$ cat config.mk
export PLATFORM = sky130hd
export DESIGN_NAME = speech_rom_seq
export DESIGN_NICKNAME = d
export VERILOG_FILES = /design/src/rtl/speech_seq_pkg.sv /design/src/rtl/speech_tick_gen.sv /design/src/rtl/speech_addr_ctr.sv /design/src/rtl/speech_code_chk.sv /design/src/rtl/speech_rom_seq.sv
export SDC_FILE = /design/constraint.sdc
export NUM_CORES = 1
export LEC_CHECK = 0
export BUFFER_PORTS_ARGS = -buffer_cell sky130_fd_sc_hd__buf_2
export CORE_MARGIN = 5
export CORE_UTILIZATION = 50
export CTS_CLUSTER_DIAMETER = 200
export CTS_CLUSTER_SIZE = 24
export DETAILED_ROUTE_END_ITERATION = 12
export GPL_TIMING_DRIVEN = 1
export PLACE_DENSITY = 0.76
export SKIP_LAST_GASP = 1
export SLEW_MARGIN = 30
export SYNTH_ARGS = -nofsm -noshare
export SYNTH_HDL_FRONTEND = slang
export SYNTH_HIERARCHICAL = 1
export SYNTH_SLANG_ARGS = --single-unit
$ cat constraint.sdc
create_clock -name clk_i -period 1.8 [get_ports clk_i]
set_input_delay 0.54 -clock clk_i [delete_from_list [all_inputs] [get_ports clk_i]]
set_output_delay 0.54 -clock clk_i [all_outputs]
set_load 0.1 [all_outputs]
$ cat src/rtl/speech_seq_pkg.sv
package speech_seq_pkg;
  localparam int unsigned CODE_W = 5;
  typedef logic [CODE_W-1:0] code_t;

  // all-ones marks end of phrase
  function automatic logic is_term(code_t c);
    return &c;
  endfunction
endpackage

$ cat src/rtl/speech_tick_gen.sv
module speech_tick_gen #(
  parameter int unsigned DIV_FAST = 500,
  parameter int unsigned DIV_SLOW = 700
) (
  input  logic clk_i,
  input  logic rst_ni,
  input  logic start_i,
  input  logic rate_i,
  input  logic run_i,
  output logic fire_o
);
  localparam int unsigned DIV_MAX = (DIV_FAST > DIV_SLOW) ? DIV_FAST : DIV_SLOW;
  localparam int unsigned CNT_W   = (DIV_MAX > 2) ? $clog2(DIV_MAX) : 1;
  localparam logic [CNT_W-1:0] RELOAD_FAST = CNT_W'(DIV_FAST - 1);
  localparam logic [CNT_W-1:0] RELOAD_SLOW = CNT_W'(DIV_SLOW - 1);

  logic             rate_q;
  logic [CNT_W-1:0] cnt_q;

  always_ff @(posedge clk_i or negedge rst_ni) begin
    if (!rst_ni) begin
      rate_q <= 1'b0;
      cnt_q  <= '0;
    end else if (start_i) begin
      rate_q <= rate_i;
      cnt_q  <= '0;          // first read right after start
    end else if (run_i) begin
      if (cnt_q == '0) cnt_q <= rate_q ? RELOAD_SLOW : RELOAD_FAST;
      else             cnt_q <= cnt_q - 1'b1;
    end
  end

  assign fire_o = run_i && (cnt_q == '0);

  a_r4_no_back_to_back: assert property (@(posedge clk_i) disable iff (!rst_ni)
    fire_o |=> !fire_o);
  a_r5_rate_held: assert property (@(posedge clk_i) disable iff (!rst_ni)
    (run_i && !start_i) |=> $stable(rate_q));
endmodule

$ cat src/rtl/speech_addr_ctr.sv
module speech_addr_ctr #(
  parameter int unsigned ADDR_W = 16,
  parameter int unsigned BLK_W  = 8
) (
  input  logic              clk_i,
  input  logic              rst_ni,
  input  logic              load_i,
  input  logic [BLK_W-1:0]  blk_i,
  input  logic              adv_i,
  output logic [ADDR_W-1:0] addr_o
);
  localparam int unsigned OFS_W = ADDR_W - BLK_W;

  logic [ADDR_W-1:0] addr_q;

  always_ff @(posedge clk_i or negedge rst_ni) begin
    if (!rst_ni)     addr_q <= '0;
    else if (load_i) addr_q <= {blk_i, {OFS_W{1'b0}}};
    else if (adv_i)  addr_q <= addr_q + 1'b1;   // natural rollover to zero
  end

  assign addr_o = addr_q;

  a_r7_wrap: assert property (@(posedge clk_i) disable iff (!rst_ni)
    (adv_i && !load_i && (&addr_q)) |=> (addr_o == '0));
endmodule

$ cat src/rtl/speech_code_chk.sv
module speech_code_chk
  import speech_seq_pkg::*;
(
  input  logic  clk_i,
  input  logic  rst_ni,
  input  logic  rd_i,
  input  logic  kill_i,
  input  code_t data_i,
  output logic  term_o,
  output logic  adv_o,
  output logic  smp_valid_o,
  output code_t smp_code_o
);
  logic  pend_q;
  logic  valid_q;
  code_t code_q;

  assign term_o = pend_q && is_term(data_i);
  assign adv_o  = pend_q && !kill_i && !is_term(data_i);

  always_ff @(posedge clk_i or negedge rst_ni) begin
    if (!rst_ni) begin
      pend_q  <= 1'b0;
      valid_q <= 1'b0;
      code_q  <= '0;
    end else begin
      pend_q  <= rd_i && !kill_i;
      valid_q <= adv_o;
      if (adv_o) code_q <= data_i;
    end
  end

  assign smp_valid_o = valid_q;
  assign smp_code_o  = code_q;

  a_r6_term_hidden: assert property (@(posedge clk_i) disable iff (!rst_ni)
    term_o |=> !smp_valid_o);
  a_r3_valid_after_pend: assert property (@(posedge clk_i) disable iff (!rst_ni)
    smp_valid_o |-> $past(pend_q));
endmodule

$ cat src/rtl/speech_rom_seq.sv
module speech_rom_seq
  import speech_seq_pkg::*;
#(
  parameter int unsigned ADDR_W   = 16,
  parameter int unsigned BLK_W    = 8,
  parameter int unsigned DIV_FAST = 500,
  parameter int unsigned DIV_SLOW = 700
) (
  input  logic              clk_i,
  input  logic              rst_ni,
  input  logic              blk_we_i,
  input  logic [BLK_W-1:0]  blk_data_i,
  input  logic              busy_set_i,
  input  logic              busy_clr_i,
  output logic              busy_o,
  input  logic              rate_sel_i,
  output logic              mem_rd_o,
  output logic [ADDR_W-1:0] mem_addr_o,
  input  logic [CODE_W-1:0] mem_data_i,
  output logic              smp_valid_o,
  output logic [CODE_W-1:0] smp_code_o
);
  localparam int unsigned OFS_W = ADDR_W - BLK_W;

  logic [BLK_W-1:0] blk_q;
  logic             busy_q;
  logic             start;
  logic             fire;
  logic             term;
  logic             adv;

  always_ff @(posedge clk_i or negedge rst_ni) begin
    if (!rst_ni)       blk_q <= '0;
    else if (blk_we_i) blk_q <= blk_data_i;
  end

  assign start = busy_set_i && !busy_q && !busy_clr_i;

  always_ff @(posedge clk_i or negedge rst_ni) begin
    if (!rst_ni)         busy_q <= 1'b0;
    else if (busy_clr_i) busy_q <= 1'b0;
    else if (start)      busy_q <= 1'b1;
    else if (term)       busy_q <= 1'b0;
  end

  speech_tick_gen #(
    .DIV_FAST (DIV_FAST),
    .DIV_SLOW (DIV_SLOW)
  ) u_tick (
    .clk_i   (clk_i),
    .rst_ni  (rst_ni),
    .start_i (start),
    .rate_i  (rate_sel_i),
    .run_i   (busy_q),
    .fire_o  (fire)
  );

  speech_addr_ctr #(
    .ADDR_W (ADDR_W),
    .BLK_W  (BLK_W)
  ) u_addr (
    .clk_i  (clk_i),
    .rst_ni (rst_ni),
    .load_i (start),
    .blk_i  (blk_q),
    .adv_i  (adv),
    .addr_o (mem_addr_o)
  );

  speech_code_chk u_chk (
    .clk_i       (clk_i),
    .rst_ni      (rst_ni),
    .rd_i        (fire),
    .kill_i      (busy_clr_i),
    .data_i      (mem_data_i),
    .term_o      (term),
    .adv_o       (adv),
    .smp_valid_o (smp_valid_o),
    .smp_code_o  (smp_code_o)
  );

  assign busy_o   = busy_q;
  assign mem_rd_o = fire;

  a_r2_first_read: assert property (@(posedge clk_i) disable iff (!rst_ni)
    start |=> (busy_o && mem_rd_o && mem_addr_o == {$past(blk_q), {OFS_W{1'b0}}}));
  a_r3_addr_step: assert property (@(posedge clk_i) disable iff (!rst_ni)
    adv |=> (mem_addr_o == ADDR_W'($past(mem_addr_o) + 1'b1)));
  a_r6_term_stops: assert property (@(posedge clk_i) disable iff (!rst_ni)
    (term && !start) |=> !busy_o);
  a_r8_clear_stops: assert property (@(posedge clk_i) disable iff (!rst_ni)
    busy_clr_i |=> (!busy_o && !mem_rd_o));
  a_r9_addr_hold: assert property (@(posedge clk_i) disable iff (!rst_ni)
    (busy_o && !adv && !start) |=> $stable(mem_addr_o));
  a_r10_valid_needs_busy: assert property (@(posedge clk_i) disable iff (!rst_ni)
    smp_valid_o |-> busy_o);
endmodule

==> results of run 1 <==
final cells by class:
cell class | instances | area (um2)
Clock inverter | 1 | 5.005
Clock buffer | 7 | 76.32
Fill cell | 340 | 1364
Sequential cell | 43 | 1095
Multi-Input combinational cell | 142 | 1224
Tap cell | 52 | 65.06
Inverter | 8 | 30.03
Timing Repair Buffer | 78 | 525.5
registers in the layout (all words and copies together) (netlist names):
register	flops
u_tick/rate_q	1
u_tick/cnt_q	10
busy_o	1
u_chk/smp_code_o	5
u_addr/addr_o	16
u_chk/smp_valid_o	1
blk_q	8
u_chk/pend_q	1
kinds of logic after synthesis:
| family | after synthesis |
|---|---|
| xor+xnor | 14 |
| mux | 11 |
| buf+inv | 17 |
| fa+ha+maj | 2 |
| flops | 43 |
| compound gates | 46 |
| simple gates | 69 |
synth_stat cells (2+ instances only):
library cell and number:
nand2_1 14, nor3b_1 2, o22a_2 5, mux2_4 8
o21ai_0 2, nor4_4 3, buf_6 4, nand4_1 6
mux2_2 2, a21oi_1 12, nand4_4 2, nor2_1 11
o21ai_1 7, or4_2 2, ha_1 2, o41ai_1 2
nor4_2 3, a41oi_1 3, xor2_1 6, and2b_2 2
nor4_1 4, nand2b_1 2, nand3_1 2, or3_1 3
a31oi_1 2, a41o_1 2, inv_1 8, a211oi_1 3
dfrtp_1 43, xnor2_1 8, o21bai_1 2, nor3_1 6
clkbuf_1 4
final timing paths:
| kind | from | endpoint | slack [ns] | cells after the start |
|---|---|---|---|---|
| setup / recovery | u_tick/cnt_q[2] | mem_rd_o | -0.30 | 4 |
| hold / removal | rst_ni | u_addr/addr_o[15] | 0.21 | 2 |
| setup reg to reg | u_tick/cnt_q[2] | u_tick/cnt_q[6] | -0.03 | 5 |
| hold reg to reg | u_chk/smp_code_o[4] | u_chk/smp_code_o[4] | 0.49 | 1 |
| max in group asynchronous | rst_ni | busy_o | 1.37 | 2 |
| min in group clk_i | rate_sel_i | u_tick/rate_q | 0.46 | 3 |
power breakdown:
| part | internal (mW) | leakage (nW) | switching, mW |
|---|---|---|---|
| logic | 0.869 | 0.843 | 1.37 |
| clock network | 0.272 | 0.0422 | 0.309 |
| registers | 1.19 | 0.531 | 0.231 |
| total | 2.33 | 1.42 | 1.91 |
what timing repair did:
action	4_1_cts	5_1_grt
gates resized for setup	1	10
setup endpoints to repair	3	7
pin swaps	3	7
endpoints found under the hold margin	0	0
buffers inserted	3	3
metal layers:
layer  GRT usage  vias to the layer above  routed length (um)  share of wire
li1            -                      902                   -              -
met1      0.2204                      911                2150           0.44
met2      0.2929                       31                2527           0.51
met3     0.03819                        4                 192          0.039
met4     0.05498                        0                  46         0.0094
met5           0                        -                   0              0
worst max-delay path: cells and delay by family (launching register included):
| kind | cells | cell delay [ns] |
|---|---|---|
| buf+inv | 1 | 0.18 |
| flops | 1 | 0.44 |
| simple gates | 3 | 0.65 |
stage by stage:
step | instance area (um2) | std cells | utilization
2_1_floorplan | 2369 | 202 | -
3_3_place_gp | 2846 | 317 | 0.6493
3_5_place_dp | 2846 | 317 | 0.6493
4_1_cts | 2958 | 328 | 0.6747
5_1_grt | 3020 | 331 | 0.6889
6_report | 3020 | 331 | 0.6889
==> summary.md, run 1 <==
| Metric | Value |
|---|---|
| Power per Cell Area | 1405 nW/um2 |
| DRT iter0 DRCs | 69 |
| Vias in the first global route | approximately 1900 |
| Gate Count Post-Synth | 202 |
| Die Y | around 78 um |
| Synth top area share | 0.4717 |
| Ant. Diodes | 0 |
| Complex-gate fraction of the synthesized area | 0.1426 |
| Leakage | roughly 1.4 nW |
| Distinct cells, synth | 48 |
| Synth area leader | dfrtp_1 |
| Setup CP Type | flop to output port |
| Post-synth EDFFs | 0 |
| Area Growth Syn to Fin | 32.42% |
| Die Width | a little under 80 um |
| Share of cells above drive strength 1 | 0.5125 |
| Largest family of logic cells by synthesized area | simple AND/OR/NAND/NOR gates |
| RD Place Congestion | between 0.8 and 0.9 |
| Slew @ Worst Pin | about 0.49 ns |
| Run status | finished, violations left |
| Main flop type after synthesis | dfrtp_1 |
| Synth Area in Adders | 0.01097 |
| Pre-antenna DRT Iters | 4 |
| Core ar. | about 4400 um2 |
| Initial core utilization | 0.5203 |
| Total GRT Usage | 0.1731 |
| Ys Warns | 6 |
| Most common cell after layout, fill and taps aside | buf_2 |
| Htree depth | 2 |
| Layout Skew | ~0.012 ns |
| CP max stage cell | dfrtp_2 |
| Final hold vios | 0 |
| PnR Total Power | 4.244 mW |
| WL/cell | ~15 um |
| Via count | between 1500 and 2000 |
| Place WS | -0.2296 ns |
| Post-DP HPWL | 3.579 mm |
| Final min period | 2.098 ns |
| Via density per instance | ~5.6 |
| Yosys reg bits | between 40 and 50 |
| Mux contribution to synthesized area | 0.06692 |
| Peak VDD IR | just under 900 uV |
| Ys async rst share | 1.000 |
| Seq/Total Area, Yosys | 0.4717 |
| Final worst slack | -0.2984 ns |
| Slew headroom | 0.6749 |
| IO buf count | 42 |
| CTS tree | done |
| MaxCap Viol Count | 0 |
| First-pass GRT wire length | approximately 8.6 mm |
| Clock buffer depth | 2 |
| Highest clock rate | 476.5 MHz |
| DRC | 0 |
| Data required, critical path | approximately 1.3 ns |
| Setup TNS | -0.3264 ns |
| I/O pins | 43 |
| Post-route ant nets | 0 |
| Post-Syn Nets | approximately 220 |
| Max-slew violations | 0 |
| Tcrit/Tclk final | 1.166 |
| Failing checks | setup timing |
| RSZ-0062 raised after global routing | true |
| Total CTS buffers | 5 |
| Crit. End Element | output port |
| Synthesized area | around 2300 um2 |
| Synth Area in Simple Gates | 0.2112 |
| XOR/XNOR Fraction of Synth Area | 0.05376 |
| DRT Wirelength | 4.916 mm |
| Critical path peak fanout | 3 |
| Clk root buf | clkbuf_8 |
| Largest net degree at the start of global routing | 44 |
| Hold_ws | about 0.21 ns |
| Initial antenna violation count | 0 |
| Mapped Avg Cell Area | 11.29 um2 |
| Clk sinks | between 40 and 50 |
| Die area | ~6000 um2 |
| Gr ovfl total | 0 |
| Cells along the critical path | nor4_4 -> nand3_2 -> nor2_4 -> buf_12 |
| CP peak stage delay | between 0.4 and 0.5 ns |
| Ranking of synthesized cells by area | dfrtp_1 (47%), mux2_4 (5.3%), xnor2_1 (3.1%) |
| CTS clk-pin slew, worst paths | approximately 0.080 ns |
| Row cnt | 24 |
| CTS Hold Bufs | 0 |
| Nets | around 300 |
| Min-Delay Path Class | primary input to async pin |
| Critical path arrival | 1.56 ns |
| Setup violations, final | 2 |
| Critical path startpoint category | flop |
| Most frequent cells in the layout | buf_2 (39), buf_4 (35), dfrtp_1 (28) |
| Worst-Skew Late Latency | between 0.2 and 0.3 ns |
Power figures use the tool's default switching activity.
==> inputs of run 2 (changes only) <==
--- a/config.mk
+++ b/config.mk
@@ -7,12 +7,12 @@
 export LEC_CHECK = 0
 export BUFFER_PORTS_ARGS = -buffer_cell sky130_fd_sc_hd__buf_2
 export CORE_MARGIN = 5
-export CORE_UTILIZATION = 50
+export CORE_UTILIZATION = 55
 export CTS_CLUSTER_DIAMETER = 200
 export CTS_CLUSTER_SIZE = 24
 export DETAILED_ROUTE_END_ITERATION = 12
 export GPL_TIMING_DRIVEN = 1
-export PLACE_DENSITY = 0.76
+export PLACE_DENSITY = 0.79
 export SKIP_LAST_GASP = 1
 export SLEW_MARGIN = 30
 export SYNTH_ARGS = -nofsm -noshare
==> constraint.sdc (replaced) <==
create_clock -name clk_i -period 2.3 [get_ports clk_i]
set_input_delay 0.69 -clock clk_i [delete_from_list [all_inputs] [get_ports clk_i]]
set_output_delay 0.69 -clock clk_i [all_outputs]
set_load 0.1 [all_outputs]
==> summary.md, run 2 (synthesized netlist as in run 1, its figures left out) <==
| Metric | Value |
|---|---|
| Via count | ~1800 |
| Run status | completed |
| Internal power | ~1.8 mW |
| Total GRT Usage | 0.1937 |
| Nets | ~280 |
| CTS tree | done |
| Clock buffer depth | 2 |
| Worst-Skew Late Latency | ~0.30 ns |
| Core ar. | around 4000 um2 |
| Ant. Diodes | 0 |
| First-pass GRT wire length | around 8 mm |
| Logic pwr share | 0.461 |
| Final min period | 2.225 ns |
| CTS Hold Bufs | 0 |
| Tcrit/Tclk final | 0.9675 |
| Crit. End Element | output port |
| Layout Skew | roughly 0.0097 ns |
| Max-slew violations | 0 |
| Initial antenna violation count | 0 |
| Vias in the first global route | around 1700 |
| Total CTS buffers | 5 |
| Share of cells above drive strength 1 | 0.3992 |
| Post-DP HPWL | about 3.4 mm |
| Sequential cell area | 1077 um2 |
| Power per Cell Area | between 1000 and 1500 nW/um2 |
| # fillers | between 300 and 400 |
| Highest clock rate | around 450 MHz |
| Via density per instance | around 5.7 |
| Setup TNS | 0 ns |
| Die Width | 74.40 um |
| Min-Delay Path Class | primary input to async pin |
| RSZ-0062 raised after global routing | false |
| Slew headroom | 0.5820 |
| Post-route ant nets | 0 |
| RD Place Congestion | between 0.8 and 0.9 |
| Multi-input logic area | between 1000 and 1500 um2 |
| DRT iter0 DRCs | between 150 and 200 |
| Net Sw Power | between 1 and 1.5 mW |
| WL/cell | roughly 16 um |
| Row cnt | 23 |
| Sw Share | 0.4449 |
| Final hold vios | 0 |
| Seq pwr share | 0.351 |
| Finished Layout Cells | about 300 |
| DRT Wirelength | 4.797 mm |
| Gr ovfl total | 0 |
| Reg-to-Reg Start | u_tick/cnt_q[2] |
| Htree depth | 2 |
| Pre-antenna DRT Iters | 4 |
| Largest net degree at the start of global routing | 37 |
| CTS clk-pin slew, worst paths | around 0.090 ns |
| Critical path peak fanout | 7 |
| Die area | 5535 um2 |
| Die Y | roughly 74 um |
| Max reg flops | 16 |
| Initial core utilization | 0.5702 |
| I/O pins | 43 |
| Setup CP Type | flop to output port |
| Clock share of power | 0.188 |
| Peak VDD IR | 984.8 uV |
| Clk root buf | clkbuf_8 |
| Critical path arrival | between 1.5 and 2 ns |
| Critical path startpoint category | flop |
| Clk sinks | 43 |
| Dpl cells | around 300 |
| Most frequent cells in the layout | dfrtp_1 (42), buf_2 (41), nand2_1 (14) |
| Cells along the critical path | inv_1 -> ha_2 -> nand3_2 -> nor2_4 -> buf_12 |
| Most common cell after layout, fill and taps aside | dfrtp_1 |
| Setup violations, final | 0 |
| Data required, critical path | approximately 1.6 ns |
| Leakage | 1.328 nW |
| DRC | 0 |
| Slew @ Worst Pin | slightly above 0.6 ns |
| IO buf count | 42 |
| CP peak stage delay | approximately 0.46 ns |
| Area Growth Syn to Fin | 23.09% |
| CP max stage cell | dfrtp_1 |
| Critical Path Start | u_tick/cnt_q[0] |
| MaxCap Viol Count | 0 |
## run 2: layout make-up
class / count / share of cell area
Sequential cell: 43 / 0.3837
Timing Repair Buffer: 57 / 0.1292
Clock buffer: 6 / 0.02941
Multi-Input combinational cell: 142 / 0.4122
Clock inverter: 2 / 0.01248
Inverter: 8 / 0.01070
Tap cell: 50 / 0.02228
## run 2: final timing paths
path / cells after the start / slack [ns] / to
max reg2reg: 4 / 0.38 / u_tick/cnt_q[8]
min in group clk_i: 1 / 0.49 / u_chk/smp_code_o[1]
min: 1 / 0.33 / u_tick/cnt_q[7]
min reg2reg: 1 / 0.49 / u_chk/smp_code_o[1]
max: 5 / 0.07 / mem_rd_o
max in group asynchronous: 2 / 1.39 / u_addr/addr_o[10]
## run 2: critical path: cells and delay by family (launching register included)
family,cells,cell delay [ns]
flip-flops,1,0.46
buffers and inverters,2,0.27
AND/OR/NAND/NOR,2,0.26
adder cells (fa/ha/maj),1,0.23
## run 2: through the flow
| step | hold slack [ns] | utilization | total power [mW] | cell area, um2 | setup WS (ns) |
|---|---|---|---|---|---|
| floorplan | 0.3944 | - | 2.197 | 2311 | 0.02174 |
| global placement | 0.4687 | 0.6666 | 2.540 | 2666 | 0.04911 |
| detailed placement | 0.4742 | 0.6666 | 2.561 | 2666 | 0.03055 |
| CTS | 0.3367 | 0.6985 | 3.200 | 2794 | 0.01357 |
| global route | 0.3513 | 0.7019 | 3.401 | 2808 | 0.008136 |
| finish | 0.3274 | 0.7019 | 3.224 | 2808 | 0.07471 |
## run 2: power by group through the flow
| stage | logic [mW] | registers [mW] | clock network, mW |
|---|---|---|---|
| after floorplan | 0.581 | 1.62 | 0 |
| after global placement | 1.42 | 1.12 | 0 |
| after detailed placement | 1.43 | 1.13 | 0 |
| after CTS | 1.46 | 1.12 | 0.621 |
| after global routing | 1.59 | 1.16 | 0.656 |
| final | 1.49 | 1.13 | 0.608 |
## run 2: what timing repair did
item	4_1_cts	5_1_grt
pin swaps	3	0
buffers inserted	1	0
resized for setup	1	2
endpoints found under the setup margin	1	1
## run 2: metal layers
layer / GRT usage / vias to the layer above / wire (um)
met1: 0.2654 / 867 / 2165
met2: 0.3005 / 37 / 2344
met5: 0 / - / 0
met3: 0.05811 / 5 / 233
met4: 0.05336 / 0 / 53
li1: - / 857 / -
